$ cat src/rtl/bcd_digit_scanner.sv
module bcd_digit_scanner #(
  parameter int NDIG      = 5,
  parameter int DIG_W     = 4,
  parameter int SLOT_CLKS = 200,
  parameter int STRB_OFS  = 100
) (
  input  logic                  clk,
  input  logic                  rst_n,
  input  logic                  clk_en,
  input  logic [NDIG*DIG_W-1:0] result_digits,
  input  logic                  over_range,
  input  logic                  eoc,
  input  logic                  ref_int_start,
  output logic [NDIG-1:0]       dig_sel,
  output logic [DIG_W-1:0]      bcd,
  output logic                  strobe_n
);
  localparam int CW = $clog2(SLOT_CLKS + 1);
  localparam int SW = (NDIG > 1) ? $clog2(NDIG) : 1;
  localparam logic [SW-1:0] MSD = SW'(NDIG - 1);

  logic                  active, armed, ovr_q;
  logic [SW-1:0]         slot;
  logic [CW-1:0]         cnt;
  logic [NDIG*DIG_W-1:0] data_q;

  logic          is_msd, at_end, at_strb, blank_now;
  logic [CW-1:0] slot_end, strb_pt;

  assign is_msd    = (slot == MSD);
  assign slot_end  = is_msd ? CW'(SLOT_CLKS) : CW'(SLOT_CLKS - 1);
  assign strb_pt   = is_msd ? CW'(STRB_OFS + 1) : CW'(STRB_OFS);
  assign at_end    = (cnt == slot_end);
  assign at_strb   = (cnt == strb_pt);
  assign blank_now = ovr_q && (slot == '0) && at_strb;

  always_ff @(posedge clk or negedge rst_n) begin
    if (!rst_n) begin
      active <= 1'b0;
      armed  <= 1'b0;
      ovr_q  <= 1'b0;
      slot   <= '0;
      cnt    <= '0;
      data_q <= '0;
    end else if (clk_en) begin
      if (eoc) begin
        data_q <= result_digits;
        ovr_q  <= over_range;
        active <= 1'b1;
        armed  <= 1'b1;
        slot   <= MSD;
        cnt    <= '0;
      end else if (active) begin
        if (blank_now) begin
          active <= 1'b0;
          armed  <= 1'b0;
          cnt    <= '0;
        end else if (at_end) begin
          cnt <= '0;
          if (slot == '0) begin
            slot  <= MSD;
            armed <= 1'b0;
          end else begin
            slot <= slot - 1'b1;
          end
        end else begin
          cnt <= cnt + 1'b1;
        end
      end else if (ref_int_start && ovr_q) begin
        active <= 1'b1;
        slot   <= MSD;
        cnt    <= '0;
      end
    end
  end

  always_ff @(posedge clk or negedge rst_n) begin
    if (!rst_n) strobe_n <= 1'b1;
    else        strobe_n <= !(active && armed && !clk_en && at_strb);
  end

  for (genvar k = 0; k < NDIG; k++) begin : g_sel
    assign dig_sel[k] = active && (slot == SW'(k));
  end

  always_comb begin
    bcd = '0;
    if (active && !ovr_q)
      for (int k = 0; k < NDIG; k++)
        if (slot == SW'(k)) bcd = data_q[k*DIG_W +: DIG_W];
  end
endmodule

$ cat config.mk
export PLATFORM = sky130hd
export DESIGN_NAME = bcd_digit_scanner
export DESIGN_NICKNAME = d
export VERILOG_FILES = /design/src/rtl/bcd_digit_scanner.sv
export SDC_FILE = /design/constraint.sdc
export NUM_CORES = 1
export LEC_CHECK = 0
export BUFFER_PORTS_ARGS = -buffer_cell sky130_fd_sc_hd__buf_2
export CAP_MARGIN = 5
export CORE_MARGIN = 4
export CORE_UTILIZATION = 30
export DETAILED_ROUTE_END_ITERATION = 10
export PLACE_DENSITY = 0.47
export SLEW_MARGIN = 15
export SYNTH_ARGS = -nofsm -noshare
export SYNTH_HDL_FRONTEND = slang
export SYNTH_SLANG_ARGS = --single-unit
$ cat constraint.sdc
create_clock -name clk -period 2 [get_ports clk]
set_input_delay 0.4 -clock clk [delete_from_list [all_inputs] [get_ports clk]]
set_output_delay 0.4 -clock clk [all_outputs]
set_load 0.01 [all_outputs]
==> results.yml, run 1 <==
status:
  status: "finished with violations"
  violations: "setup timing"
synthesis:
  synth-seq-cells: 35
  yosysWarnings: 0
  synth_ff_type: "dfrtp_1"
  synth_area_leader_cell: "dfrtp_1"
  netlist_instances: 162
  synth_area_per_cell_sq_um: 11.27
  yosysUniqueCellTypes: 47
  synthesis.area_sq_um: 1826
  synthTopCellsByArea: "dfrtp_1 47%, mux2_2 13%, mux4_2 4.9%"
  synth_top_area_share_pct: 46.61
  async_reset_ff_share_pct: 100.0
  synth_nets: 189
  yosysSeqAreaShare_pct: 48.05
  synth_edf_count: 0
placement:
  placed_area_sq_um: 2156
  place_congestion: 0.8126
  io_buffer_count: 35
  place_hpwl_microns: 3349
  dpl.cell_count: 276
final_layout:
  antenna-diode-count: 0
  layout.cells.non_filler: 286
  design_area_sq_um: 2268
  final_common_cell: "buf_2"
  mostFrequentLayoutCells: "35 x buf_2, 33 x dfrtp_1, 21 x mux2_2"
  drive_gt1_share_pct: 42.18
  final_nets: 237
  ff_latch_area_sq_um: 878.3
  area_growth_pct: 24.26
  multiInputGateArea_sq_um: 890.9
  n_fill_cell: 586
die:
  num_io_pins: 36
  start_util_pct: 30.83
  dieArea_sq_um: 7397
  core_area_sq_um: 5921
  die_h_microns: 86.01
  rows: 28
  dieWidth_microns: 86.01
grt:
  grt_pass1_wl_microns: 7569
  grt-ovfl-total: 0
  antenna_found_initial: 0
  grt_pass1_vias: 1603
  grt_use_total_pct: 13.23
  grt_max_degree: 36
worst_setup_path:
  reg2reg_slack_ns: 0.08
  cpLargestDelayFamily: "multiplexers"
  slowest_stage: "mux4_2"
  worst-path-buf-inv: 2
  cp.arrival_ns: 1.64
  reg2reg_depth: 5
  required_ns: 1.60
  cp.depth: 5
  path_max_fanout: 7
  path_class: "reg2out"
  crit_path_end_kind: "output port"
  cp_slowest_stage_delay_ns: 0.52
  cp-start-kind: "register"
  crit_path_cell_trace: "buf_6 -> mux4_2 -> nand2b_1 -> a21oi_1 -> buf_2"
  r2r-end: "slot[1]"
  rr_startpoint: "cnt[4]"
clocking:
  clock_latency_ns: 0.29
  cts_tree: "built"
  root_buffer: "clkbuf_8"
  cts_buffers: 5
  path_clk_slew_ns: 0.07
  clock_sinks: 35
  cts_buffer_depth: 2
  hold_buffers: 0
  h-tree-depth: 2
routing:
  wl_microns: 4453
  first_pass_iters: 4
  ant_nets: 0
  routedWlPerCell_microns: 15.57
  route.detailed.drc: 0
  avgViaCountPerCell: 5.014
  first_iter_violations: 68
  vias: 1434
sta:
  rsz0062_at_grt: "yes"
  fmax_ghz: 0.4910
  post-route-worst-setup-slack_ns: -0.03671
  period_needed_ns: 2.037
  worst_hold_slack_ns: 0.06643
  fin_skew_ns: 0.007405
  drv_slew: 0
  setup_viol: 2
  period_share_pct: 101.8
  slew-limit-headroom_pct: 65.56
  final-hold-violation-count: 0
  tightest_slew_ns: 0.5154
pwr:
  ir_drop_uv: 220.1
  p_leak_nw: 0.9774
  power_mw: 1.559
  p_per_area_nw_per_um2: 687.2
flow_run:
  maxCapViolCount: 0
worst_hold_path:
  hold_path.class: "in2async"
[power by group]
part	switching (mW)	internal, mW
sequential	0.0443	0.780
combinational	0.114	0.132
clock	0.245	0.244
total	0.403	1.16
[metrics by stage]
| stage | setup slack (ns) | util (%) | setup TNS, ns |
|---|---|---|---|
| after floorplan | 0.04720 | - | 0 |
| after CTS | -0.05617 | 38.19 | -0.1017 |
| after global placement | 0.1296 | 36.41 | 0 |
| after detailed placement | 0.08572 | 36.41 | 0 |
| final | -0.03671 | 38.31 | -0.04627 |
| after global routing | -0.1143 | 38.31 | -0.3443 |
[cell type report]
type	count	area share [%]
Inverter	4	0.6619
Clock buffer	7	3.365
Multi-Input combinational cell	115	39.27
Tap cell	75	4.137
Clock inverter	1	0.2206
Timing Repair Buffer	49	13.62
Sequential cell	35	38.72
[worst max path at each step]
stage | from | end | slack, ns
after global placement | cnt[4] | slot[1] | 0.13
after detailed placement | slot[1] | cnt[2] | 0.09
after global routing | slot[0] | bcd[3] | -0.11
after CTS | slot[0] | bcd[3] | -0.06
final | slot[0] | bcd[3] | -0.04
after floorplan | slot[1] | slot[1] | 0.05
[cells in the mapped netlist (3+ instances only)]
library cell / number
nand2b_1: 5
dfrtp_1: 34
mux2_2: 21
mux4_2: 4
nand3_1: 11
nand2_1: 15
o21ai_0: 6
nor2_1: 8
buf_6: 3
inv_1: 4
a21oi_1: 7
[flip-flops by register name, summed over array words and instances, names as in the netlist]
name and count:
cnt 8, active 1, slot 3, ovr_q 1, armed 1, data_q 20
strobe_n 1
[timing repair]
action | in CTS | in global routing
resized for setup | 2 | 4
setup endpoints to repair | 4 | 8
pin swaps | 0 | 1
buffers inserted | 2 | 1
[routing by layer]
metal / share of wire [%] / track usage [%]
met5: 0 / 0
met4: 2.1 / 5.324
met3: 5.4 / 3.939
met2: 52 / 23.76
met1: 40 / 14.44
[cell families after synthesis]
group / count (synthesis) / share of synthesized area (%)
simple gates: 61 / 18.71
flops: 35 / 48.05
compound gates: 26 / 9.871
mux: 26 / 18.44
buf+inv: 12 / 3.769
xor+xnor: 1 / 0.4799
fa+ha+maj: 1 / 0.6853
No activity file was read; power rests on OpenSTA's default activity.
==> run 2: changes to the inputs <==
--- a/config.mk
+++ b/config.mk
@@ -10,6 +10,7 @@
 export CORE_MARGIN = 4
 export CORE_UTILIZATION = 30
 export DETAILED_ROUTE_END_ITERATION = 10
+export MAX_ROUTING_LAYER = met4
 export PLACE_DENSITY = 0.47
 export SLEW_MARGIN = 15
 export SYNTH_ARGS = -nofsm -noshare
==> run 2 against run 1 <==
  * The flow still finishes with violations (setup timing)
  * Die area is the same
  * Global-route usage grew 0.39 points
  * Critical path depth is the same
  * Sequential share of layout area is the same
  * Clock-buffer cell count is the same
  * Combinational power is essentially flat
  * Largest cell class unchanged
  * Core utilization is the same
  * Clock power is essentially flat
  * Register-to-register slack is essentially flat
  * Worst setup slack gained 0.00093 ns
  * Maximum frequency is essentially flat
  * Final cell count is the same
  * Highest routed layer unchanged
==> results.yml, run 2 (synthesis gave the netlist of run 1 again) <==
pwr:
  p_per_area_nw_per_um2: 687.1
  p_leak_nw: 0.9774
  ir_drop_uv: 220.1
grt:
  grt_pass1_vias: 1606
  antenna_found_initial: 0
  grt_use_total_pct: 13.62
  grt_max_degree: 36
  grt_pass1_wl_microns: 7569
  grt-ovfl-total: 0
worst_setup_path:
  crit_start: "slot[0]"
  required_ns: 1.60
  cp.arrival_ns: 1.64
  reg2reg_depth: 5
  cp.depth: 5
  cp-start-kind: "register"
  path_max_fanout: 7
  slowest_stage: "mux4_2"
  crit_path_cell_trace: "buf_6 -> mux4_2 -> nand2b_1 -> a21oi_1 -> buf_2"
  r2r-end: "slot[1]"
  crit_path_end_kind: "output port"
  reg2reg_slack_ns: 0.08
  rr_startpoint: "cnt[4]"
  cp_slowest_stage_delay_ns: 0.52
  path_class: "reg2out"
  cpLargestDelayFamily: "multiplexers"
  endpoint: "bcd[3]"
  worst-path-buf-inv: 2
sta:
  period_needed_ns: 2.036
  setup_viol: 2
  post-route-worst-setup-slack_ns: -0.03578
  drv_slew: 0
  slew-limit-headroom_pct: 65.10
  fin_skew_ns: 0.007423
  final-hold-violation-count: 0
  period_share_pct: 101.8
  fmax_ghz: 0.4912
  rsz0062_at_grt: "yes"
  worst_hold_slack_ns: 0.06585
  tightest_slew_ns: 0.5223
placement:
  place_congestion: 0.8246
  io_buffer_count: 35
  dpl.cell_count: 276
  placed_area_sq_um: 2156
  place_hpwl_microns: 3349
  pre_cts_ws_ns: 0.08572
die:
  num_io_pins: 36
  start_util_pct: 30.83
  die_h_microns: 86.01
  rows: 28
  dieWidth_microns: 86.01
  core_area_sq_um: 5921
  dieArea_sq_um: 7397
final_layout:
  final_core_util_pct: 38.31
  top_regs: "data_q (20), cnt (8), slot (3)"
  final_nets: 237
  layout.cells.non_filler: 286
  largest_reg_flops: 20
  top_register: "data_q"
  antenna-diode-count: 0
  mostFrequentLayoutCells: "35 x buf_2, 33 x dfrtp_1, 21 x mux2_2"
  final_common_cell: "buf_2"
  design_area_sq_um: 2268
  drive_gt1_share_pct: 42.18
  area_growth_pct: 24.26
routing:
  first_iter_violations: 63
  routedWlPerCell_microns: 15.56
  wl_microns: 4449
  first_pass_iters: 5
  vias: 1441
  avgViaCountPerCell: 5.038
  ant_nets: 0
  route.detailed.drc: 0
clocking:
  cts_buffers: 5
  root_buffer: "clkbuf_8"
  clock_sinks: 35
  clock_latency_ns: 0.29
  path_clk_slew_ns: 0.07
  cts_tree: "built"
  cts_buffer_depth: 2
  h-tree-depth: 2
  hold_buffers: 0
status:
  status: "finished with violations"
  violations: "setup timing"
flow_run:
  maxCapViolCount: 0
worst_hold_path:
  hold_path.class: "in2async"
-- run 2: metal layers --
layer,vias up,routed length (microns),GRT usage (%),share of wire [%]
met5,-,0,-,0
met4,0,92,5.324,2.1
met3,8,250,3.939,5.6
met2,38,2311,23.76,52
met1,700,1794,14.44,40
li1,695,-,-,-
-- run 2: timing repair --
action / 4_1_cts / 5_1_grt
gates resized for setup: 2 / 4
pin swaps: 0 / 1
setup endpoints to repair: 4 / 8
buffers inserted: 2 / 1
endpoints found under the hold margin: 0 / 0
-- run 2: worst min path at each step --
stage	from	end	slack, ns	cells after the start
after floorplan	rst_n	active	0.10	0
after global placement	rst_n	data_q[8]	0.37	2
after detailed placement	rst_n	data_q[4]	0.38	2
after CTS	rst_n	slot[0]	0.07	2
after global routing	rst_n	slot[0]	0.08	2
final	rst_n	data_q[4]	0.07	2
-- run 2: report_power, final --
| part | switching (mW) | total [mW] | internal, mW |
|---|---|---|---|
| Combinational | 0.114 | 0.246 | 0.132 |
| Sequential | 0.0444 | 0.824 | 0.780 |
| Clock | 0.245 | 0.489 | 0.244 |
| Total | 0.403 | 1.56 | 1.16 |
-- run 2: through the flow --
stage	power, mW	TNS, ns
final	1.559	-0.04612
after floorplan	0.9743	0
after detailed placement	1.088	0
after global routing	1.655	-0.3443
after CTS	1.586	-0.1017
after global placement	1.072	0
-- run 2: cell type report --
| type | instances | area [sq um] |
|---|---|---|
| Fill cell | 586 | 3652 |
| Timing Repair Buffer | 49 | 309.0 |
| Inverter | 4 | 15.01 |
| Clock inverter | 1 | 5.005 |
| Tap cell | 75 | 93.84 |
| Multi-Input combinational cell | 115 | 890.9 |
| Clock buffer | 7 | 76.32 |
| Sequential cell | 35 | 878.3 |
==> run 3: changes to the inputs <==
--- a/config.mk
+++ b/config.mk
@@ -11,7 +11,7 @@
 export CORE_UTILIZATION = 30
 export DETAILED_ROUTE_END_ITERATION = 10
 export MAX_ROUTING_LAYER = met4
-export PLACE_DENSITY = 0.47
+export PLACE_DENSITY = 0.46
 export SLEW_MARGIN = 15
 export SYNTH_ARGS = -nofsm -noshare
 export SYNTH_HDL_FRONTEND = slang
==> constraint.sdc (replaced) <==
create_clock -name clk -period 1.9 [get_ports clk]
set_input_delay 0.38 -clock clk [delete_from_list [all_inputs] [get_ports clk]]
set_output_delay 0.38 -clock clk [all_outputs]
set_load 0.01 [all_outputs]
==> run 3 against run 2 <==
  * The run still ends with setup timing left
  * Clock skew shrank 0.0029 ns
  * Sequential cell count is the same
  * First-iteration DRC count grew 54%
  * Sequential power grew 4.6%
  * Design area grew 1.7%
  * Non-clock buffer count grew 1
  * Core utilization grew 0.66 points
  * Total power grew 8.5%
  * Final cell count grew 0.35%
  * Critical path depth is the same
  * Global-route usage shrank 0.35 points
  * Wire length grew 1.3%
==> results.yml, run 3 (synthesis gave the netlist of run 1 again) <==
die:
  die_h_microns: 86.01
  dieWidth_microns: 86.01
  num_io_pins: 36
  start_util_pct: 30.83
  dieArea_sq_um: 7397
  rows: 28
  core_area_sq_um: 5921
final_layout:
  area_growth_pct: 26.39
  mostFrequentLayoutCells: "35 x buf_2, 34 x dfrtp_1, 21 x mux2_2"
  final_common_cell: "buf_2"
  top_regs: "data_q (20), cnt (8), slot (3)"
  final_nets: 238
  largest_reg_flops: 20
  layout.cells.non_filler: 287
  top_register: "data_q"
  drive_gt1_share_pct: 47.17
  antenna-diode-count: 0
worst_setup_path:
  path_class: "reg2out"
  cp-start-kind: "register"
  worst-path-buf-inv: 2
  cpLargestDelayFamily: "multiplexers"
  slowest_stage: "mux4_2"
  required_ns: 1.52
  cp.arrival_ns: 1.64
  cp_slowest_stage_delay_ns: 0.52
  path_max_fanout: 5
  crit_path_cell_trace: "buf_6 -> mux4_2 -> nand2b_1 -> a21oi_2 -> buf_2"
  crit_path_end_kind: "output port"
grt:
  antenna_found_initial: 0
  grt_pass1_wl_microns: 7396
  grt_pass1_vias: 1485
  grt-ovfl-total: 0
  grt_max_degree: 36
  grt_use_total_pct: 13.27
routing:
  first_pass_iters: 4
  routedWlPerCell_microns: 15.71
  vias: 1457
  wl_microns: 4508
  route.detailed.drc: 0
  ant_nets: 0
  first_iter_violations: 97
  avgViaCountPerCell: 5.077
status:
  violations: "setup timing"
  status: "finished with violations"
pwr:
  p_per_area_nw_per_um2: 733.1
  clockPowerShare_pct: 33.3
  switching_power_mw: 0.4705
  p_leak_nw: 0.9829
  p_int_mw: 1.221
  switching_share_pct: 27.82
  ir_drop_uv: 454.1
  p_comb_share_pct: 15.8
  power_mw: 1.691
  power_frac_seq_pct: 50.9
flow_run:
  maxCapViolCount: 0
sta:
  slew-limit-headroom_pct: 63.25
  tightest_slew_ns: 0.5500
  period_share_pct: 106.4
  fmax_ghz: 0.4948
  drv_slew: 0
  fin_skew_ns: 0.004545
  fin_setup_tns_ns: -0.3797
  post-route-worst-setup-slack_ns: -0.1211
  setup_viol: 4
  rsz0062_at_grt: "yes"
  final-hold-violation-count: 0
  period_needed_ns: 2.021
clocking:
  cts_tree: "built"
  cts_buffers: 5
  clock_sinks: 35
  clock_latency_ns: 0.29
  cts_buffer_depth: 2
  root_buffer: "clkbuf_8"
  h-tree-depth: 2
  path_clk_slew_ns: 0.08
placement:
  dpl.cell_count: 278
  io_buffer_count: 35
  place_hpwl_microns: 3201
  place_congestion: 0.8572
worst_hold_path:
  hold_path.class: "in2async"
==> run 3: metal layers <==
metal	share of wire (%)	global-route usage [%]
met1	47	16.76
met2	47	20.04
met3	4.1	3.362
met4	1.4	5.899
met5	0	-
==> run 3: path summary, 6_finish.rpt <==
| path | start | end | slack, ns | cells after the start |
|---|---|---|---|---|
| max | slot[0] | bcd[3] | -0.12 | 5 |
| min | rst_n | slot[2] | 0.12 | 2 |
| max reg2reg | slot[0] | slot[1] | 0.02 | 5 |
| min reg2reg | data_q[4] | data_q[4] | 0.51 | 1 |
| max in group asynchronous | rst_n | strobe_n | 1.44 | 2 |
| min in group clk | result_digits[1] | data_q[1] | 0.31 | 2 |
==> run 3: stage by stage <==
stage	hold WS (ns)	instance area, sq um	util (%)	worst slack [ns]
floorplan	0.08441	1832	-	-0.009980
global placement	0.4432	2152	36.35	0.08208
detailed placement	0.4505	2152	36.35	-0.05771
CTS	0.1322	2270	38.33	-0.1397
global route	0.1558	2307	38.97	-0.2258
finish	0.1165	2307	38.97	-0.1211
==> run 3: power groups by stage <==
stage,Combinational (mW),Sequential [mW],Clock (mW)
after CTS,0.265,0.861,0.588
final,0.267,0.862,0.563
after floorplan,0.159,0.867,0
after detailed placement,0.264,0.876,0
after global routing,0.299,0.871,0.636
after global placement,0.257,0.871,0
==> run 3: worst register-to-register path: cells and delay by family (launching register included) <==
kind            cells  cell delay, ns
compound gates      1            0.08
flops               1            0.39
mux                 1            0.18
simple gates        3            1.15
==> run 3: final cells by class <==
type	count	area, sq um
clock buffers	5	68.82
clock inverters	3	23.77
fillers	617	3613
inverters	4	15.01
multi-input cells	115	933.4
flip-flops and latches	35	877.1
well taps	75	93.84
repair buffers	50	295.3
==> run 3: repair_timing <==
item	in CTS	in global routing
pin swaps	1	1
hold buffers	0	0
buffers inserted	2	0
hold endpoints to repair	0	0
resized for setup	5	9
setup endpoints to repair	6	11
